<file path="src/rtl/tlbx_pkg.sv">
// Package: shared defaults and the slot match rule for the tagged translation buffer.
// Assumes 4 KB pages; the page offset width is fixed by that page size.
package tlbx_pkg;
    localparam int DEF_SLOTS  = 16;
    localparam int DEF_VPN_W  = 20;
    localparam int DEF_PPN_W  = 20;
    localparam int DEF_ASID_W = 8;
    localparam int PAGE_OFF_W = 12;

    // Match rule: valid, same page, and same tag unless the slot is global.
    function automatic logic slot_hits(input logic valid, input logic page_eq,
                                       input logic tag_eq, input logic global_f);
        return valid & page_eq & (tag_eq | global_f);
    endfunction
endpackage

</file>
<file path="src/rtl/tlbx_wr_decode.sv">
// Module: turns a write strobe and slot number into a one-hot slot select.
// Assumes wr_slot is below SLOTS; an out-of-range number selects nothing.
module tlbx_wr_decode #(
    parameter int SLOTS = 16,
    localparam int IDX_W = $clog2(SLOTS)
) (
    input  logic             wr_en,
    input  logic [IDX_W-1:0] wr_slot,
    output logic [SLOTS-1:0] wr_sel
);
    // One comparator per slot.
    for (genvar g = 0; g < SLOTS; g++) begin : g_dec
        assign wr_sel[g] = wr_en && (wr_slot == IDX_W'(g));
    end
endmodule

</file>
<file path="src/rtl/tlbx_slot.sv">
// Module: one buffer slot with its storage, maintenance kill logic and lookup compare.
// Assumes maintenance commands act before a same-cycle write to this slot.
module tlbx_slot
    import tlbx_pkg::*;
#(
    parameter int VPN_W  = 20,
    parameter int PPN_W  = 20,
    parameter int ASID_W = 8
) (
    input  logic              clk,
    input  logic              rst_n,
    input  logic              wr_sel,
    input  logic [VPN_W-1:0]  wr_vpn,
    input  logic [PPN_W-1:0]  wr_ppn,
    input  logic [ASID_W-1:0] wr_asid,
    input  logic              wr_global,
    input  logic              flush_all,
    input  logic              flush_nonglobal,
    input  logic              inval_en,
    input  logic [VPN_W-1:0]  inval_vpn,
    input  logic [VPN_W-1:0]  lk_vpn,
    input  logic [ASID_W-1:0] lk_asid,
    output logic              match,
    output logic [PPN_W-1:0]  ppn
);
    logic              valid_q;
    logic              global_q;
    logic [VPN_W-1:0]  vpn_q;
    logic [PPN_W-1:0]  ppn_q;
    logic [ASID_W-1:0] asid_q;
    logic              kill;

    // Decide whether any maintenance command drops this slot.
    always_comb begin
        kill = flush_all
             | (flush_nonglobal & ~global_q)
             | (inval_en & (vpn_q == inval_vpn));
    end

    // Valid bit: reset clears, write sets (after maintenance), kill clears.
    always_ff @(posedge clk) begin
        if (!rst_n)
            valid_q <= 1'b0;
        else if (wr_sel)
            valid_q <= 1'b1;
        else if (kill)
            valid_q <= 1'b0;
    end

    // Payload storage, loaded only by a write.
    always_ff @(posedge clk) begin
        if (wr_sel) begin
            global_q <= wr_global;
            vpn_q    <= wr_vpn;
            ppn_q    <= wr_ppn;
            asid_q   <= wr_asid;
        end
    end

    // Lookup compare against the current contents.
    always_comb begin
        match = slot_hits(valid_q, vpn_q == lk_vpn, asid_q == lk_asid, global_q);
        ppn   = ppn_q;
    end
endmodule

</file>
<file path="src/rtl/tlbx_select.sv">
// Module: picks the lowest-numbered matching slot and forwards its physical page.
// Assumes match bits and pages come from the slots combinationally.
module tlbx_select #(
    parameter int SLOTS = 16,
    parameter int PPN_W = 20
) (
    input  logic [SLOTS-1:0]             match,
    input  logic [SLOTS-1:0][PPN_W-1:0]  ppn_all,
    output logic                         any_hit,
    output logic [PPN_W-1:0]             ppn_sel
);
    // Scan from the top down so the lowest match is the last written.
    always_comb begin
        any_hit = 1'b0;
        ppn_sel = '0;
        for (int i = SLOTS - 1; i >= 0; i--) begin
            if (match[i]) begin
                any_hit = 1'b1;
                ppn_sel = ppn_all[i];
            end
        end
    end
endmodule

</file>
<file path="src/rtl/tlbx_top.sv">
// Module: fully associative, address-space-tagged translation buffer for 4 KB pages.
// Lookup results are registered one cycle after the strobe; writes name their slot.
// Assumes lookups read the contents from before the same cycle's write or maintenance.
module tlbx_top
    import tlbx_pkg::*;
#(
    parameter int SLOTS  = DEF_SLOTS,
    parameter int VPN_W  = DEF_VPN_W,
    parameter int PPN_W  = DEF_PPN_W,
    parameter int ASID_W = DEF_ASID_W,
    localparam int IDX_W = $clog2(SLOTS),
    localparam int VA_W  = VPN_W + PAGE_OFF_W,
    localparam int PA_W  = PPN_W + PAGE_OFF_W
) (
    input  logic              clk,
    input  logic              rst_n,
    input  logic              lk_valid,
    input  logic [VA_W-1:0]   lk_vaddr,
    input  logic [ASID_W-1:0] lk_asid,
    output logic              res_valid,
    output logic              res_hit,
    output logic [PA_W-1:0]   res_paddr,
    input  logic              wr_en,
    input  logic [IDX_W-1:0]  wr_slot,
    input  logic [VPN_W-1:0]  wr_vpn,
    input  logic [PPN_W-1:0]  wr_ppn,
    input  logic [ASID_W-1:0] wr_asid,
    input  logic              wr_global,
    input  logic              flush_all,
    input  logic              flush_nonglobal,
    input  logic              inval_en,
    input  logic [VA_W-1:0]   inval_vaddr
);
    logic [SLOTS-1:0]            wr_sel;
    logic [SLOTS-1:0]            match;
    logic [SLOTS-1:0][PPN_W-1:0] ppn_all;
    logic                        any_hit;
    logic [PPN_W-1:0]            ppn_sel;
    logic [VPN_W-1:0]            lk_vpn;
    logic [VPN_W-1:0]            inval_vpn;
    logic [PAGE_OFF_W-1:0]       lk_off;

    // Split addresses into page number and offset.
    always_comb begin
        lk_vpn    = lk_vaddr[VA_W-1:PAGE_OFF_W];
        lk_off    = lk_vaddr[PAGE_OFF_W-1:0];
        inval_vpn = inval_vaddr[VA_W-1:PAGE_OFF_W];
    end

    tlbx_wr_decode #(.SLOTS(SLOTS)) u_dec (
        .wr_en   (wr_en),
        .wr_slot (wr_slot),
        .wr_sel  (wr_sel)
    );

    for (genvar g = 0; g < SLOTS; g++) begin : g_slot
        tlbx_slot #(.VPN_W(VPN_W), .PPN_W(PPN_W), .ASID_W(ASID_W)) u_slot (
            .clk             (clk),
            .rst_n           (rst_n),
            .wr_sel          (wr_sel[g]),
            .wr_vpn          (wr_vpn),
            .wr_ppn          (wr_ppn),
            .wr_asid         (wr_asid),
            .wr_global       (wr_global),
            .flush_all       (flush_all),
            .flush_nonglobal (flush_nonglobal),
            .inval_en        (inval_en),
            .inval_vpn       (inval_vpn),
            .lk_vpn          (lk_vpn),
            .lk_asid         (lk_asid),
            .match           (match[g]),
            .ppn             (ppn_all[g])
        );
    end

    tlbx_select #(.SLOTS(SLOTS), .PPN_W(PPN_W)) u_sel (
        .match   (match),
        .ppn_all (ppn_all),
        .any_hit (any_hit),
        .ppn_sel (ppn_sel)
    );

    // Register the lookup result; outputs are zero on a miss or idle cycle.
    always_ff @(posedge clk) begin
        if (!rst_n) begin
            res_valid <= 1'b0;
            res_hit   <= 1'b0;
            res_paddr <= '0;
        end else begin
            res_valid <= lk_valid;
            res_hit   <= lk_valid & any_hit;
            res_paddr <= (lk_valid && any_hit) ? {ppn_sel, lk_off} : '0;
        end
    end
endmodule

</file>
<file path="config.mk">
export PLATFORM = sky130hd
export DESIGN_NAME = tlbx_top
export DESIGN_NICKNAME = d
export VERILOG_FILES = /design/src/rtl/tlbx_pkg.sv /design/src/rtl/tlbx_wr_decode.sv /design/src/rtl/tlbx_slot.sv /design/src/rtl/tlbx_select.sv /design/src/rtl/tlbx_top.sv
export SDC_FILE = /design/constraint.sdc
export NUM_CORES = 1
export LEC_CHECK = 0
export BUFFER_PORTS_ARGS = -buffer_cell sky130_fd_sc_hd__buf_2
export CORE_AREA = 2 2 288 290
export DETAILED_ROUTE_END_ITERATION = 7
export DIE_AREA = 0 0 290 292
export GPL_TIMING_DRIVEN = 0
export PLACE_DENSITY = 0.64
export SETUP_SLACK_MARGIN = 0.1
export SYNTH_ARGS = -nofsm -noshare
export SYNTH_HDL_FRONTEND = slang
export SYNTH_SLANG_ARGS = --single-unit
</file>
<file path="constraint.sdc">
create_clock -name clk -period 5.75 [get_ports clk]
set_clock_uncertainty 0.15 [all_clocks]
set_input_delay 1.4375 -clock clk [delete_from_list [all_inputs] [get_ports clk]]
set_output_delay 1.4375 -clock clk [all_outputs]
set_load 0.01 [all_outputs]
</file>
Word-level counts from Yosys, hierarchy flattened
Index checks and enable logic that the tools add are counted.
Cells by class
  eq/ne operators: 63
  mux-type cells: 64
  reduce and logical (&&, ||, !) cells: 35
  bitwise operators: 129
Operators by type and width (count)
  $eq A20 B20 Y1: 32
  $mux W20: 16
  $eq A8 B8 Y1: 16
  $and A1 B1 Y1: 65
  $mux W1: 48
  $or A1 B1 Y1: 48
  $eq A4 B4 Y1 const B: 8
  $reduce_bool A2 Y1: 16
  $logic_and A1 B1 Y1: 17
  $eq A4 B3 Y1 const B: 4
  $not A1 Y1: 16
  $eq A4 B2 Y1 const B: 2
  $eq A4 B1 Y1 const B: 1
  $logic_not A4 Y1: 1
  $reduce_and A2 Y1: 1
Word-level totals
  output and inout bits: 34
  bits in registers: 834
  word-level logic and storage cells: 374
  bits of input ports: 132

Depth between registers and ports, before layout
  depth in word-level cells: 21
  mapped depth: 12
  depth with buffers taken out: 8

Modules after synthesis
Synthesis repeated with hierarchy kept, for this count alone.
Second synthesis, totals
  cell total of the unflattened synthesis: 2406
  area total of the unflattened synthesis: 36551.3 um^2
By module, submodules not included
  tlbx_slot: seq. area each 1491.4 um^2, cells each 120, times used 16, area each 2055.7 um^2
  tlbx_select: seq. area each 0.0 um^2, cells each 386, times used 1, area each 2503.7 um^2
  tlbx_top: seq. area each 680.7 um^2, cells each 77, times used 1, area each 1038.5 um^2
  tlbx_wr_decode: seq. area each 0.0 um^2, cells each 23, times used 1, area each 117.6 um^2

Worst setup path before layout
OpenSTA, ideal clock, no wires.
  path type: input -> register
  start: in wr_slot[3]
  end: reg g_slot[0].u_slot.asid_q[0] (enable)
  slack: -0.264 ns
  library setup time: 0.519 ns
  arrival time: 5.345 ns
  stages: 2
  required time: 5.081 ns
  path buffers: 0
  path through: or3b_2 > nor3_1
On the way
  longest elaborated chain between the ends: 2
Ends and longest elaborated chain
  from (decl): line tlbx_top.sv:24  | input logic [IDX_W-1:0] wr_slot,
  $logic_not A4 Y1: line tlbx_wr_decode.sv:13  | assign wr_sel[g] = wr_en && (wr_slot == IDX_W'(g));
  $logic_and A1 B1 Y1: line tlbx_wr_decode.sv:13
  named net g_slot[0].u_slot.wr_sel: line tlbx_slot.sv:12  | input logic wr_sel,
  to (signal assigned): line tlbx_slot.sv:56  | asid_q <= wr_asid;
  to (decl): line tlbx_slot.sv:30  | logic [ASID_W-1:0] asid_q;
The timed path passes the listed nets, and every way through them passes these cells.
A chain may end at the register's enable or synchronous reset.

Final worst setup path
  start: in lk_vaddr[23]
  end: reg res_paddr[24]
On the way
  longest elaborated chain between the ends: 21
  elaborated cells on any way between the ends: 82
  those cells by class: eq/ne: 16; mux: 32; bitwise: 32; reduce/logical: 2
Ends and longest elaborated chain
  from (decl): line tlbx_top.sv:18  | input logic [VA_W-1:0] lk_vaddr,
  $eq A20 B20 Y1: line tlbx_slot.sv:62  | match = slot_hits(valid_q, vpn_q == lk_vpn, asid_q == lk_asid, global_q);
  $and A1 B1 Y1 (2 in a row): line tlbx_pkg.sv:13  | return valid & page_eq & (tag_eq | global_f);
  $mux W1 (16 in a row): line tlbx_select.sv:17  | if (match[i]) begin
  $logic_and A1 B1 Y1: line tlbx_top.sv:92  | res_paddr <= (lk_valid && any_hit) ? {ppn_sel, lk_off} : '0;
  $reduce_and A2 Y1 (no source line)
  to (signal assigned): line tlbx_top.sv:92
  to (decl): line tlbx_top.sv:22  | output logic [PA_W-1:0] res_paddr,
Parallel ways exist; a longest one is shown, timed or not.

==> metrics.md <==
| Metric | Value |
|---|---|
| Status | `complete, but fails checks` |
| Violated checks | `max-capacitance violations, max-slew violations` |
| H-tree depth | `3` |
| WP data arrival | `around 5.9 ns` |
| Fin crit share | `a little over nine tenths` |
| CTS clock-pin slew for the worst setup and hold paths | `0.06 ns` |
| DR vias | `24500` |
| Hold WC Path Type | `flip-flop to flip-flop` |
| Pleak | `around 14 nW` |
| Final wirelength | `123000 um` |
| Root buf cell | `clkbuf_16` |
| Post-Syn Area | `around 0.038 mm2` |
| TNS Setup | `0 ns` |
| Share of the yosys chip area belonging to registers | `around 65%` |
| Total setup buffers inserted after CTS | `0` |
| Ant diodes | `0` |
| Initial core utilization | `46.6%` |
| Fmax | `around 0.18 GHz` |
| Antenna violations before repair | `6` |
| Chip width | `290 um` |
| CTS Buffer Depth | `3` |
| Async SR Flop Fraction | `0%` |
| Routed vias/inst | `6.06` |
| Hold Violations, Final | `0` |
| CTS Buf Count | `90` |
| Core area | `0.0816 mm2` |
| Worst Tran Pin Value | `1.54 ns` |
| Largest net degree at the start of global routing | `33` |
| # IOs | `between 150 and 200` |
| Dpl cell area | `a little over 0.04 mm2` |
| Nets | `slightly above 3000` |
| GRT Total Usage | `28.7%` |
| Slew HR | `-2.97%` |
| Unrepaired setup endpoints after global routing | `false` |
| Syn Nets | `between 2000 and 3000` |
| GRT overflow | `0` |
| PortBufs | `about 100` |
| Slew Limit Fails | `16` |
| Final Cell Area | `about 0.043 mm2` |
| Top_reg_cell synth | `edfxtp_1` |
| Synth Instances | `about 2700` |
| P&R area growth vs syn | `14.0%` |
| CP Capture Type | `flip-flop` |
| Minimum clock period | `5.48 ns` |
| Worst Path Max Fanout | `10` |
| Simple-gate share of the synthesized area | `8.57%` |
| DR WL/cell | `30.4 um` |
| Post-Synth Adder-Cell Area | `0%` |
| Share of cells above drive strength 1 | `13.4%` |
| # rows | `between 100 and 150` |
| First-pass GRT wire length | `174000 um` |
| Worst IR drop on VDD | `0.000223 V` |
| Hold depth | `2` |
| Post-Synth XOR/XNOR Area | `17.7%` |
| CTS tree | `done` |
| DPL Wire Length | `81900 um` |
| Die height | `about 290 um` |
| Num Clock Sinks | `834` |
| Hold-fix buffers at CTS | `0` |
| Synth Area in Compound Gates | `6.22%` |
| Cell Pwr Density | `between 300 and 400 mW/mm2` |
| Maxcap violations | `3` |
| CP startpoint kind | `input pin` |
| Hold_ws | `0.479 ns` |
| Critical Path RT | `6.12 ns` |
| GPL Wtd Cong | `0.946` |
| Main combinational cell family by area after synthesis | `XOR/XNOR gates` |
| Initial drt markers | `3621` |
| Detail Route Antenna Nets | `0` |
| Syn avg cell area | `14.2 um2` |
| Pre-antenna DRT Iters | `6` |
| Clk_lat worst skew | `0.65 ns` |
| Mux share of post-synthesis cell area | `0.0559%` |
| Final setup vio count | `0` |
| Register bit count reported by yosys | `around 830` |
| EDFF count, synth | `just under 800` |
| CTS resizes | `0` |
| Die area | `roughly 0.085 mm2` |
| DR DRC count | `0` |
| Vias in the first global route | `24200` |
| Depth of the worst register-to-register path | `10` |
| Unique masters post-synth | `62` |
| Synth Warn # | `0` |
| Setup CP Type | `input pin to flip-flop` |
==> Yosys cell counts, types with 9 or more instances <==
cell | instances | area, um2
nand4_1 | 117 | 732
o21ai_0 | 97 | 485
a311oi_1 | 18 | 158
a221oi_1 | 18 | 158
o21a_1 | 18 | 135
a21oi_1 | 48 | 240
nand4b_1 | 21 | 184
o211ai_1 | 20 | 150
buf_6 | 28 | 315
o2111ai_1 | 18 | 158
xnor2_1 | 332 | 2910
o22a_1 | 19 | 166
nor3_1 | 15 | 75.1
nor2b_1 | 17 | 106
buf_1 | 9 | 33.8
edfxtp_1 | 784 | 23500
nor3b_1 | 19 | 143
dfxtp_1 | 50 | 1000
clkbuf_1 | 83 | 312
o311a_1 | 19 | 190
nor4_1 | 118 | 738
nand3_1 | 36 | 180
buf_4 | 16 | 120
and2_1 | 19 | 119
nor4b_1 | 17 | 149
inv_1 | 22 | 82.6
nand2_1 | 65 | 244
or2_2 | 18 | 113
xor2_1 | 436 | 3820
o221ai_1 | 38 | 333
buf_2 | 44 | 220
nor2_1 | 44 | 165
==> per-stage QoR <==
| stage | std cells | setup WS, ns | power, mW | util (%) |
|---|---|---|---|---|
| final | 4043 | 0.270 | 13.3 | 53.1 |
| after floorplan | 2686 | 0.116 | 7.40 | - |
| after detailed placement | 3883 | 0.0518 | 7.81 | 49.7 |
| after CTS | 4043 | 0.736 | 13.3 | 53.1 |
| after global placement | 3858 | -2.53 | 7.79 | 48.9 |
| after global routing | 4043 | 0.555 | 13.6 | 53.1 |
==> layout make-up <==
| cell class | count | area (um2) |
|---|---|---|
| fill | 6693 | 38200 |
| sequential | 834 | 24500 |
| multi-input combinational | 1647 | 12500 |
| clock buffer | 121 | 2530 |
| tap | 1070 | 1340 |
| buffer | 183 | 1040 |
| timing repair buffer | 127 | 1030 |
| clock inverter | 39 | 278 |
| inverter | 22 | 82.6 |
==> metal layers <==
metal | global-route usage [%] | vias up | part of all wire [%]
met5 | 0 | - | 0.011
met4 | 8.99 | 2 | 3.1
met3 | 6.06 | 200 | 10
met2 | 45.7 | 1439 | 46
met1 | 39.4 | 12300 | 40
li1 | - | 10500 | -
==> worst max-delay path: stages <==
cell,delay [ns]
buf_2,0.32
buf_4,0.40
xnor2_1,0.17
nand4_1,0.14
nor4_1,1.23
nand3_1,0.66
and2_1,0.38
buf_2,0.20
buf_2,0.23
o221ai_1,0.14
a311oi_1,0.12
o311a_1,0.41
==> cells by family after synthesis <==
group                  Yosys count
flip-flops                     834
XOR/XNOR                       768
AND/OR/NAND/NOR                542
AO/OA/AOI/OAI                  335
buffers and inverters          205
multiplexers                     2
==> report_power, final <==
part           switching (mW)  total [mW]  internal, mW  leakage [nW]
Combinational           0.610       0.884         0.275          5.34
Sequential             0.0602        6.82          6.76          7.49
Clock                    2.36        5.57          3.21          1.38
Total                    3.03        13.3          10.2          14.2
==> placed cells by master (no fill, tap or decap), types with 16 or more instances in the layout <==
cell	synthesis	routed
edfxtp_1	784	784
xor2_1	436	436
xnor2_1	332	332
buf_2	44	146
nand4_1	117	117
nor4_1	118	117
clkbuf_1	83	102
o21ai_0	97	97
clkbuf_16	0	96
nand2_1	65	65
dfxtp_1	50	50
a21oi_1	48	48
o221ai_1	38	38
nand3_1	36	36
nor2_1	44	32
buf_6	28	31
inv_1	22	22
nand4b_1	21	21
o211ai_1	20	20
clkinv_2	0	20
and2_1	19	19
nor3b_1	19	19
o22a_1	19	19
o311a_1	19	19
o21a_1	18	18
or2_2	18	18
o2111ai_1	18	18
a311oi_1	18	18
a221oi_1	18	18
nor2b_1	17	17
nor4b_1	17	17
buf_4	16	16
==> flip-flops by register name, summed over array words and instances, names as in the netlist <==
| name | flops |
|---|---|
| res_valid | 1 |
| g_slot.u_slot.valid_q | 16 |
| res_paddr | 32 |
| g_slot.u_slot.asid_q | 128 |
| g_slot.u_slot.vpn_q | 320 |
| g_slot.u_slot.ppn | 320 |
| res_hit | 1 |
| g_slot.u_slot.global_q | 16 |
==> final timing paths <==
path	start	to	slack, ns
max	lk_vaddr[23]	res_paddr[24]	0.27
min reg2reg	g_slot[4].u_slot.valid_q	g_slot[4].u_slot.valid_q	0.48
max reg2reg	g_slot[2].u_slot.vpn_q[4]	res_paddr[24]	1.30
min	g_slot[4].u_slot.valid_q	g_slot[4].u_slot.valid_q	0.48
Power figures use the tool's default switching activity.
